$ cat src/rtl/dcas_pkg.sv
package dcas_pkg;

    typedef enum logic [3:0] {
        CYC_STANDBY = 4'd0,
        CYC_RD_WORD = 4'd1,
        CYC_RD_BYTE = 4'd2,
        CYC_WR_WORD = 4'd3,
        CYC_WR_BYTE = 4'd4,
        CYC_RMW     = 4'd5,
        CYC_REF_RAS = 4'd6,
        CYC_REF_CBR = 4'd7,
        CYC_REF_HID = 4'd8
    } cyc_e;

    typedef enum logic [2:0] {
        ST_IDLE = 3'd0,
        ST_ROW  = 3'd1,
        ST_RD   = 3'd2,
        ST_WR   = 3'd3,
        ST_HOLD = 3'd4,
        ST_REF  = 3'd5
    } st_e;

    typedef struct packed {
        logic ras_fall;
        logic ras_rise;
        logic cas_act;
        logic cas_fall;
        logic we_low;
        logic we_fall;
    } ctl_ev_s;

    function automatic cyc_e access_class(input logic is_write, input logic all_lanes);
        if (is_write) return all_lanes ? CYC_WR_WORD : CYC_WR_BYTE;
        return all_lanes ? CYC_RD_WORD : CYC_RD_BYTE;
    endfunction

endpackage

$ cat src/rtl/dcas_pin_sampler.sv
module dcas_pin_sampler
    import dcas_pkg::*;
#(
    parameter int unsigned LANE_N = 2
) (
    input  logic              clk,
    input  logic              rst,
    input  logic              ras_n,
    input  logic [LANE_N-1:0] cas_n,
    input  logic              we_n,
    input  logic              oe_n,
    output ctl_ev_s           ev,
    output logic [LANE_N-1:0] lane_low,
    output logic [LANE_N-1:0] lane_fall,
    output logic              oe_low,
    output logic              cas_int
);
    localparam logic [LANE_N-1:0] ALL_HIGH = {LANE_N{1'b1}};

    logic              ras_q;
    logic              we_q;
    logic [LANE_N-1:0] cas_q;

    always_ff @(posedge clk) begin
        if (rst) begin
            ras_q   <= 1'b1;
            we_q    <= 1'b1;
            cas_q   <= ALL_HIGH;
            cas_int <= 1'b0;
        end else begin
            ras_q   <= ras_n;
            we_q    <= we_n;
            cas_q   <= cas_n;
            cas_int <= (cas_n != ALL_HIGH);
        end
    end

    for (genvar g = 0; g < LANE_N; g++) begin : g_lane_edge
        assign lane_low[g]  = ~cas_n[g];
        assign lane_fall[g] = cas_q[g] & ~cas_n[g];
    end

    always_comb begin
        ev.ras_fall = ras_q & ~ras_n;
        ev.ras_rise = ~ras_q & ras_n;
        ev.cas_act  = (cas_n != ALL_HIGH);
        ev.cas_fall = (cas_q == ALL_HIGH) && (cas_n != ALL_HIGH);
        ev.we_low   = ~we_n;
        ev.we_fall  = we_q & ~we_n;
    end

    assign oe_low = ~oe_n;

    // first falling lane strobe activates the merged strobe
    p_cas_first_r1: assert property (@(posedge clk) disable iff (rst)
        !$past(rst) && ($past(lane_fall) != '0) |-> cas_int);

    // merged strobe stays active while any lane strobe is still low
    p_cas_hold_r1: assert property (@(posedge clk) disable iff (rst)
        !$past(rst) && $past(cas_int) && ($past(cas_n) != ALL_HIGH) |-> cas_int);

endmodule

$ cat src/rtl/dcas_cycle_fsm.sv
module dcas_cycle_fsm
    import dcas_pkg::*;
#(
    parameter int unsigned LANE_N = 2
) (
    input  logic              clk,
    input  logic              rst,
    input  ctl_ev_s           ev,
    input  logic [LANE_N-1:0] lane_low,
    output logic              acc_nxt,
    output logic              rd_nxt,
    output logic              go_ref,
    output logic              cyc_stb,
    output cyc_e              cyc_code
);
    st_e  st_q, st_n;
    logic rd_q;
    logic used_q, used_n;
    logic held_q, held_n;
    logic stb_n;
    cyc_e code_n;
    logic full;

    assign full = &lane_low;

    always_comb begin
        st_n   = st_q;
        rd_nxt = rd_q;
        used_n = used_q;
        held_n = held_q;
        stb_n  = 1'b0;
        code_n = cyc_code;
        go_ref = 1'b0;
        unique case (st_q)
            ST_IDLE: begin
                if (ev.ras_fall) begin
                    if (ev.cas_act) begin
                        st_n   = ST_REF;
                        held_n = 1'b0;
                        stb_n  = 1'b1;
                        code_n = CYC_REF_CBR;
                        go_ref = 1'b1;
                    end else begin
                        st_n   = ST_ROW;
                        used_n = 1'b0;
                    end
                end
            end
            ST_ROW: begin
                if (ev.ras_rise) begin
                    st_n = ST_IDLE;
                    if (!used_q) begin
                        stb_n  = 1'b1;
                        code_n = CYC_REF_RAS;
                    end
                end else if (ev.cas_fall) begin
                    used_n = 1'b1;
                    stb_n  = 1'b1;
                    code_n = access_class(ev.we_low, full);
                    if (ev.we_low) begin
                        st_n   = ST_WR;
                        rd_nxt = 1'b0;
                    end else begin
                        st_n   = ST_RD;
                        rd_nxt = 1'b1;
                    end
                end
            end
            ST_RD, ST_WR: begin
                if (ev.ras_rise) begin
                    st_n   = ev.cas_act ? ST_HOLD : ST_IDLE;
                    held_n = ev.cas_act;
                end else if (!ev.cas_act) begin
                    st_n = ST_ROW;
                end else if (st_q == ST_RD && ev.we_fall) begin
                    stb_n  = 1'b1;
                    code_n = CYC_RMW;
                end
            end
            ST_HOLD: begin
                if (!ev.cas_act) begin
                    st_n = ST_IDLE;
                end else if (ev.ras_fall) begin
                    st_n   = ST_REF;
                    stb_n  = 1'b1;
                    code_n = held_q ? CYC_REF_HID : CYC_REF_CBR;
                    go_ref = 1'b1;
                end
            end
            ST_REF: begin
                if (ev.ras_rise) begin
                    st_n = ev.cas_act ? ST_HOLD : ST_IDLE;
                end else if (!ev.cas_act) begin
                    held_n = 1'b0;
                end
            end
            default: st_n = ST_IDLE;
        endcase
        if (!ev.cas_act) rd_nxt = 1'b0;
    end

    assign acc_nxt = (st_n == ST_RD) || (st_n == ST_WR);

    always_ff @(posedge clk) begin
        if (rst) begin
            st_q     <= ST_IDLE;
            rd_q     <= 1'b0;
            used_q   <= 1'b0;
            held_q   <= 1'b0;
            cyc_stb  <= 1'b0;
            cyc_code <= CYC_STANDBY;
        end else begin
            st_q     <= st_n;
            rd_q     <= rd_nxt;
            used_q   <= used_n;
            held_q   <= held_n;
            cyc_stb  <= stb_n;
            cyc_code <= code_n;
        end
    end

    // a counter step always comes with a refresh-type cycle report
    p_ref_report_r4: assert property (@(posedge clk) disable iff (rst)
        !$past(rst) && $past(go_ref) |->
            cyc_stb && (cyc_code == CYC_REF_CBR || cyc_code == CYC_REF_HID));

    // a row-only refresh is reported only after the row strobe rose
    p_rasonly_edge_r5: assert property (@(posedge clk) disable iff (rst)
        !$past(rst) && cyc_stb && cyc_code == CYC_REF_RAS |-> $past(ev.ras_rise));

endmodule

$ cat src/rtl/dcas_lane_gate.sv
module dcas_lane_gate #(
    parameter int unsigned LANE_N = 2
) (
    input  logic              clk,
    input  logic              rst,
    input  logic [LANE_N-1:0] lane_low,
    input  logic [LANE_N-1:0] lane_fall,
    input  logic              oe_low,
    input  logic              we_low,
    input  logic              we_fall,
    input  logic              acc_nxt,
    input  logic              rd_nxt,
    output logic [LANE_N-1:0] lane_oe,
    output logic [LANE_N-1:0] lane_wstb
);
    for (genvar g = 0; g < LANE_N; g++) begin : g_lane
        always_ff @(posedge clk) begin
            if (rst) begin
                lane_oe[g]   <= 1'b0;
                lane_wstb[g] <= 1'b0;
            end else begin
                lane_oe[g]   <= rd_nxt & lane_low[g] & oe_low & ~we_low;
                lane_wstb[g] <= acc_nxt & lane_low[g] & we_low & (lane_fall[g] | we_fall);
            end
        end

        // a lane is driven only if its own strobe was low
        p_lane_own_r2: assert property (@(posedge clk) disable iff (rst)
            !$past(rst) && lane_oe[g] |-> $past(lane_low[g]));

        // a lane write pulse only follows its own low strobe
        p_lane_wown_r2: assert property (@(posedge clk) disable iff (rst)
            !$past(rst) && lane_wstb[g] |-> $past(lane_low[g]));
    end

    // write pulses and read drive never overlap
    p_no_drive_on_write_r8: assert property (@(posedge clk) disable iff (rst)
        (lane_wstb != '0) |-> (lane_oe == '0));

endmodule

$ cat src/rtl/dcas_refresh_row.sv
module dcas_refresh_row #(
    parameter int unsigned ROW_W = 10
) (
    input  logic             clk,
    input  logic             rst,
    input  logic             ras_fall,
    input  logic             go_ref,
    input  logic [ROW_W-1:0] addr,
    output logic [ROW_W-1:0] row_sel
);
    logic [ROW_W-1:0] cnt_q;

    always_ff @(posedge clk) begin
        if (rst) begin
            cnt_q   <= '0;
            row_sel <= '0;
        end else begin
            if (go_ref) cnt_q <= cnt_q + ROW_W'(1);
            if (ras_fall) row_sel <= go_ref ? cnt_q : addr;
        end
    end

    // one step per refresh, wrapping at the counter width
    p_ctr_step_r10: assert property (@(posedge clk) disable iff (rst)
        !$past(rst) && $past(go_ref) |-> cnt_q == $past(cnt_q) + ROW_W'(1));

    // internal refresh takes the counter, never the pins
    p_row_src_r11: assert property (@(posedge clk) disable iff (rst)
        !$past(rst) && $past(go_ref) |-> row_sel == $past(cnt_q));

endmodule

$ cat src/rtl/dcas_cycle_decoder.sv
module dcas_cycle_decoder
    import dcas_pkg::*;
#(
    parameter int unsigned LANE_N = 2,
    parameter int unsigned ROW_W  = 10
) (
    input  logic              clk,
    input  logic              rst,
    input  logic              ras_n,
    input  logic [LANE_N-1:0] cas_n,
    input  logic              we_n,
    input  logic              oe_n,
    input  logic [ROW_W-1:0]  addr,
    output logic              cas_int,
    output logic [LANE_N-1:0] lane_oe,
    output logic [LANE_N-1:0] lane_wstb,
    output logic              cyc_stb,
    output logic [3:0]        cyc_code,
    output logic [ROW_W-1:0]  row_sel
);
    ctl_ev_s           ev;
    logic [LANE_N-1:0] lane_low;
    logic [LANE_N-1:0] lane_fall;
    logic              oe_low;
    logic              acc_nxt;
    logic              rd_nxt;
    logic              go_ref;
    cyc_e              code_q;

    dcas_pin_sampler #(.LANE_N(LANE_N)) u_sampler (
        .clk(clk), .rst(rst), .ras_n(ras_n), .cas_n(cas_n), .we_n(we_n), .oe_n(oe_n),
        .ev(ev), .lane_low(lane_low), .lane_fall(lane_fall), .oe_low(oe_low),
        .cas_int(cas_int)
    );

    dcas_cycle_fsm #(.LANE_N(LANE_N)) u_fsm (
        .clk(clk), .rst(rst), .ev(ev), .lane_low(lane_low),
        .acc_nxt(acc_nxt), .rd_nxt(rd_nxt), .go_ref(go_ref),
        .cyc_stb(cyc_stb), .cyc_code(code_q)
    );

    dcas_lane_gate #(.LANE_N(LANE_N)) u_lanes (
        .clk(clk), .rst(rst), .lane_low(lane_low), .lane_fall(lane_fall),
        .oe_low(oe_low), .we_low(ev.we_low), .we_fall(ev.we_fall),
        .acc_nxt(acc_nxt), .rd_nxt(rd_nxt),
        .lane_oe(lane_oe), .lane_wstb(lane_wstb)
    );

    dcas_refresh_row #(.ROW_W(ROW_W)) u_refrow (
        .clk(clk), .rst(rst), .ras_fall(ev.ras_fall), .go_ref(go_ref),
        .addr(addr), .row_sel(row_sel)
    );

    assign cyc_code = code_q;

    // idle pins leave the bus and the write strobes quiet
    p_standby_quiet_r3: assert property (@(posedge clk) disable iff (rst)
        !$past(rst) && $past(ras_n) && ($past(cas_n) == {LANE_N{1'b1}}) |->
            (lane_oe == '0) && (lane_wstb == '0));

    // refresh from idle never drives data
    p_cbr_quiet_r4: assert property (@(posedge clk) disable iff (rst)
        cyc_stb && cyc_code == CYC_REF_CBR |-> lane_oe == '0);

    // early write keeps outputs off
    p_ewrite_quiet_r6: assert property (@(posedge clk) disable iff (rst)
        cyc_stb && (cyc_code == CYC_WR_WORD || cyc_code == CYC_WR_BYTE) |-> lane_oe == '0);

    // read-modify-write reports with a write pulse and no drive
    p_rmw_write_r8: assert property (@(posedge clk) disable iff (rst)
        cyc_stb && cyc_code == CYC_RMW |-> (lane_wstb != '0) && (lane_oe == '0));

endmodule

$ cat config.mk
export PLATFORM = sky130hd
export DESIGN_NAME = dcas_cycle_decoder
export DESIGN_NICKNAME = d
export VERILOG_FILES = /design/src/rtl/dcas_pkg.sv /design/src/rtl/dcas_pin_sampler.sv /design/src/rtl/dcas_cycle_fsm.sv /design/src/rtl/dcas_lane_gate.sv /design/src/rtl/dcas_refresh_row.sv /design/src/rtl/dcas_cycle_decoder.sv
export SDC_FILE = /design/constraint.sdc
export NUM_CORES = 1
export LEC_CHECK = 0
export CAP_MARGIN = 20
export CELL_PAD_IN_SITES_DETAIL_PLACEMENT = 1
export CELL_PAD_IN_SITES_GLOBAL_PLACEMENT = 1
export CORE_ASPECT_RATIO = 0.6
export CORE_MARGIN = 2
export CORE_UTILIZATION = 42
export CTS_BUF_LIST = sky130_fd_sc_hd__clkbuf_8
export DETAILED_ROUTE_END_ITERATION = 10
export GPL_ROUTABILITY_DRIVEN = 1
export GPL_TIMING_DRIVEN = 0
export PLACE_DENSITY = 0.91
export SLEW_MARGIN = 20
export SYNTH_ARGS = -nofsm -noshare
export SYNTH_HDL_FRONTEND = slang
export SYNTH_SLANG_ARGS = --single-unit
$ cat constraint.sdc
create_clock -name clk -period 2.6 [get_ports clk]
set_clock_uncertainty 0.15 [all_clocks]
set_input_delay 0.52 -clock clk [delete_from_list [all_inputs] [get_ports clk]]
set_output_delay 0.52 -clock clk [all_outputs]
set_load 0.05 [all_outputs]
# ---- Word-level counts from Yosys, hierarchy flattened
# Cells that the tools add are included.
# W data, S select, Z words.
dict set report totals {
  wordCells 138
  output_inout_bits 20
  regBits 40
  input_bits 17
}
dict set report op_classes {
  eq_ne 24
  n_addsub 1
  muxes 60
  n_bitwise 25
  n_reduce_logical 12
}
# operator n
set ops {}
lappend ops {{$mux W4} 13}
lappend ops {{$mux W3} 11}
lappend ops {{$mux W1} 28}
lappend ops {{$and A1 B1 Y1} 17}
lappend ops {{$ne A2 B2 Y1 const B} 8}
lappend ops {{$pmux W4 S4} 1}
lappend ops {{$pmux W3 S5} 1}
lappend ops {{$eq A3 B2 Y1 const B} 4}
lappend ops {{$ne A2 B1 Y1 const B} 6}
lappend ops {{$add A10 B1 Y10 const B} 1}
lappend ops {{$mux W10} 1}
lappend ops {{$reduce_and A10 Y1} 1}
lappend ops {{$eq A3 B3 Y1 const B} 2}
lappend ops {{$ne A3 B3 Y1 const B} 2}
lappend ops {{$not A1 Y1} 6}
lappend ops {{$reduce_and A6 Y1} 1}
lappend ops {{$reduce_and A5 Y1} 1}
lappend ops {{$pmux W1 S2} 2}
lappend ops {{$pmux W1 S4} 1}
lappend ops {{$reduce_bool A4 Y1} 1}
lappend ops {{$eq A3 B1 Y1 const B} 1}
lappend ops {{$logic_not A3 Y1} 1}
lappend ops {{$pmux W1 S3} 1}
lappend ops {{$reduce_bool A3 Y1} 1}
lappend ops {{8 further kinds} 10}

# ---- Depth between registers and ports, before layout
dict set report depth {
  depth_word 10
  ltp_mapped 8
  mapped_depth_nobuf 8
}

# ---- Hierarchy
# From an unflattened synthesis, not the netlist that was laid out.
dict set report unflattened {
  cells_unflattened 211
  hier_area_um2 1946.9
}
# mod area_per_inst_um2 instances cells_per_inst seq_area_each_um2
set by_module_without_submodules {}
lappend by_module_without_submodules {dcas_refresh_row 870.8 1 94 400.4}
lappend by_module_without_submodules {dcas_cycle_fsm 729.4 1 82 220.2}
lappend by_module_without_submodules {dcas_pin_sampler 192.7 1 21 100.1}
lappend by_module_without_submodules {dcas_lane_gate 153.9 1 14 80.1}

# ---- Worst setup path before layout
# OpenSTA, ideal clock, no wires.
dict set report synth_timing {
  path_kind {input-to-reg}
  start {input ras_n}
  end {register u_fsm.cyc_code[1]}
  arrival_ns 1.700
  cell_stages 6
  t_required_ns 2.380
  n_path_buf 1
  slack_ns 0.680
  setup_ns 0.070
  cell_sequence {nor4b_4 and2_1 buf_6 o32ai_2 or3_1 a21oi_1}
}
dict set report synth_via {
  elab_chain_cells 4
  word_cells_on_any_way 11
  classes_between {5 x eq/ne; 2 x mux; 3 x bitwise; 1 x reduce/logical}
}
# element line_no
set synth_rtl {}
lappend synth_rtl {{start: declaration} dcas_cycle_decoder.sv:9} ;# input logic ras_n,
lappend synth_rtl {{$not A1 Y1} dcas_pin_sampler.sv:44} ;# ev.ras_fall = ras_q & ~ras_n;
lappend synth_rtl {{$and A1 B1 Y1} dcas_pin_sampler.sv:44}
lappend synth_rtl {{$ne A2 B1 Y1 (no source line)} -}
lappend synth_rtl {{$reduce_and A10 Y1 (no source line)} -}
lappend synth_rtl {{end signal: assignment} dcas_cycle_fsm.sv:118} ;# cyc_code <= code_n;
lappend synth_rtl {{end: declaration} dcas_cycle_fsm.sv:14} ;# output cyc_e cyc_code
# Parallel ways exist; a longest one is shown, timed or not.
# A chain may end at the register's enable or synchronous reset.

# ---- Worst setup path in the final report
# Same ends and word-level chain as after synthesis.

==> run_results.csv <==
group,metric,value,unit
setup_path,r2r_cells,6,
pwr,power,1.47,mW
placed_design,port_buffers,35,
logic_synthesis,synth.distinct_cells,41,
sta,slew_headroom,65.7,%
grt,grt_antenna_before_repair,0,
grt,use_met3,6.79,%
logic_synthesis,syn_avg_cell_area,8.38,um2
min_path,min-delay-start,"u_fsm.held_q",
logic_synthesis,syn_inst,213,
grt,grt_pass1_wl,7.97,mm
setup_path,crit_type,"in2reg",
sta,fin_crit,2.39,ns
grt,use_met1,32.4,%
setup_path,worstPathArrival,2.46,ns
logic_synthesis,synth.ff_latch_count,40,
placed_design,dp_hpwl,3.80,mm
sta,fin_crit_sh,92.0,%
detailed_routing,drc,0,
setup_path,critPathLaunch,"ras_n",
min_path,holdPathStages,1,
sta,rsz0062_at_grt,"no",
detailed_routing,vias,1683,
setup_path,r2r-end,"u_fsm.cyc_code[3]",
clock_network,postCtsSetupBuffers,0,
logic_synthesis,ys.warnings.count,0,
pwr,ir_drop,0.000359,V
layout,utilization,56.6,%
clock_network,clk_pin_slew,0.08,ns
pwr,p_int,1.00,mW
detailed_routing,drt-initial-drc-count,104,
die,start_util,43.6,%
setup_path,cp_cell_sequence,"clkdlybuf4s50_1 -> nor4b_4 -> and2_1 -> buf_6 -> o32ai_4 -> or3_1 -> a21oi_1",
pwr,power_frac_seq,46.1,%
logic_synthesis,synthesis.area,0.00179,mm2
status,status,"finished, final reports clean",
pwr,switching_share,31.7,%
setup_path,worst_setup_path_start_kind,"input pin",
setup_path,reg2reg_slack,0.52,ns
pwr,powerDensity,632,mW/mm2
sta,fin_ws,0.208,ns
sta,timing.hold.ws,0.338,ns
setup_path,endpoint,"u_fsm.cyc_code[1]",
die,die_x,88.2,um
grt,use_met2,33.0,%
placed_design,placedCellCount,308,
logic_synthesis,synthArstFlopShare,0,%
layout,area_growth,30.0,%
die,ios,37,
sta,fmax,418,MHz
clock_network,tritoncts,"built",
detailed_routing,wl,5.05,mm
logic_synthesis,seq_area_frac_synth,44.8,%
grt,grt.busiest_layer,"met2",
die,die_h,54.5,um
clock_network,cts_root_buf,"clkbuf_8",
sta,max_slew.worst_pin.slew,0.513,ns
clock_network,clk_path_buf_depth,2,
detailed_routing,viasPerCell,5.33,
run,drv_cap,0,
sta,final_max_slew_viol_count,0,
clock_network,clock_latency,0.29,ns
grt,grt_max_degree,13,
die,coreArea,0.00410,mm2
logic_synthesis,synth-edff-count,0,
clock_network,cts_sinks,40,
layout,drive_gt1_share,7.03,%
setup_path,r2r_start,"u_fsm.st_q[0]",
grt,grt_pass1_vias,1675,
placed_design,gp_congestion,0.930,
sta,hold_violations,0,
layout,fin_cells,316,
setup_path,cp-end-kind,"flop",
min_path,hold_path_class,"reg2reg",
detailed_routing,wl_per_cell,16.0,um
setup_path,cpPeakStageDelay,0.52,ns
detailed_routing,dr.pass1.iters,4,
sta,setup_viol,0,
pwr,power_frac_clock,29.1,%
pwr,p_leak,0.850,nW
setup_path,cp_slowest_cell,"clkdlybuf4s50_1",
die,die_area,0.00481,mm2
pwr,switchingPower,465,uW
setup_path,crit_fanout,7,
clock_network,cts.repair.resized,0,
clock_network,h-tree-depth,2,
clock_network,numCtsBuffers,5,
grt,grt_overflow,0,
logic_synthesis,synth_nets,232,
clock_network,hold_buffers,0,
setup_path,required,2.67,ns
layout,diodes,0,
placed_design,place_ws,-0.239,ns
grt,grt.total_usage,22.4,%
layout,nets,274,
detailed_routing,antenna_left,0,
pwr,combinationalPowerShare,24.7,%
die,num_rows,18,
logic_synthesis,ys.flop_type,"dfxtp_1",
[worst min-delay path by stage]
| stage | to | slack (ns) |
|---|---|---|
| after CTS | u_fsm.held_q | 0.34 |
| after global routing | u_fsm.held_q | 0.36 |
| after global placement | u_fsm.cyc_code[1] | 0.31 |
| final | u_fsm.held_q | 0.34 |
| after floorplan | u_fsm.held_q | 0.30 |
| after detailed placement | u_fsm.held_q | 0.32 |
[critical path, delay by kind of cell]
kind / cells / cell delay (ns)
AO/OA/AOI/OAI: 2 / 0.28
AND/OR/NAND/NOR: 3 / 1.01
buffers and inverters: 2 / 0.65
[flip-flops by register name, indices dropped and copies added (netlist names)]
signal and flops:
u_sampler.ras_q 1, u_fsm.cyc_stb 1, u_fsm.cyc_code 4, u_fsm.used_q 1
u_lanes.lane_oe 2, u_lanes.lane_wstb 2, u_refrow.row_sel 10, u_sampler.we_q 1
u_fsm.st_q 3, u_fsm.held_q 1, u_refrow.cnt_q 10, u_sampler.cas_int 1
u_fsm.rd_q 1, u_sampler.cas_q 2
[routing by layer]
layer	part of all wire, %	wire length, um	vias up
met5	0	0	-
met4	0.54	27	0
met3	6.5	329	4
met2	42	2100	56
met1	51	2590	795
li1	-	-	828
[metrics by stage]
| stage | setup TNS (ns) | cell area (um2) |
|---|---|---|
| 2_1_floorplan | 0 | 1790 |
| 3_3_place_gp | -0.735 | 2210 |
| 3_5_place_dp | -1.03 | 2210 |
| 4_1_cts | 0 | 2300 |
| 5_1_grt | 0 | 2320 |
| 6_report | 0 | 2320 |
[cells by family (layout without fill, tap and decap cells)]
kind of cell	count (synthesis)	after routing	synth area share, %
simple gates	108	108	29.6
buf+inv	18	61	4.48
compound gates	35	35	14.6
fa+ha+maj	2	2	1.40
mux	3	3	1.68
flops	40	40	44.8
xor+xnor	7	7	3.43
[cell type report]
type / instances / area [um2]
fillers: 501 / 1780
plain buffers: 13 / 61.3
clock buffers: 6 / 82.6
flip-flops and latches: 40 / 801
multi-input cells: 155 / 922
repair buffers: 35 / 350
well taps: 60 / 75.1
clock inverters: 2 / 10.0
inverters: 5 / 18.8
[cell usage in the layout, fill, tap and decap left out, drive strengths merged, types with 2 or more instances in the layout]
| cell | Yosys | routed |
|---|---|---|
| clkinv | 0 | 2 |
| xor2 | 3 | 3 |
| o21ai | 3 | 3 |
| a31oi | 3 | 3 |
| inv | 5 | 5 |
| o32ai | 2 | 2 |
| a21oi | 8 | 8 |
| nor2b | 4 | 4 |
| nand2b | 5 | 5 |
| or2 | 4 | 4 |
| or3 | 4 | 4 |
| a22oi | 2 | 2 |
| a311oi | 10 | 10 |
| nand4 | 5 | 5 |
| buf | 4 | 4 |
| ha | 2 | 2 |
| nor4 | 4 | 4 |
| nor3 | 9 | 9 |
| xnor2 | 4 | 4 |
| clkdlybuf4s50 | 0 | 35 |
| nor3b | 2 | 2 |
| and2 | 4 | 4 |
| mux2i | 3 | 3 |
| dfxtp | 40 | 40 |
| nand3 | 2 | 2 |
| nand2 | 29 | 29 |
| nor2 | 33 | 33 |
| clkbuf | 9 | 15 |
[cell usage after synthesis (3+ instances only)]
cell type / number / area share, %
dfxtp_1: 40 / 45
nor2_1: 33 / 6.9
nand2_1: 29 / 6.1
a311oi_1: 10 / 4.9
clkbuf_1: 9 / 1.9
nor3_1: 9 / 2.5
a21oi_1: 8 / 2.2
inv_1: 5 / 1.1
nand2b_1: 5 / 1.8
nand4_1: 5 / 1.8
and2_1: 4 / 1.4
nor2b_1: 4 / 1.4
nor4_1: 4 / 1.4
or2_2: 4 / 1.4
or3_1: 4 / 1.4
xnor2_1: 4 / 2.0
a31oi_1: 3 / 1.1
mux2i_1: 3 / 1.7
xor2_1: 3 / 1.5
[power groups by stage]
stage          clock [mW]  combinational (mW)  sequential, mW
2_1_floorplan           0               0.150           0.772
3_3_place_gp            0               0.344           0.688
3_5_place_dp            0               0.352           0.691
4_1_cts             0.431               0.356           0.677
5_1_grt             0.456               0.392           0.681
6_report            0.428               0.363           0.677
Note: power is estimated with default switching activity, not from simulation.
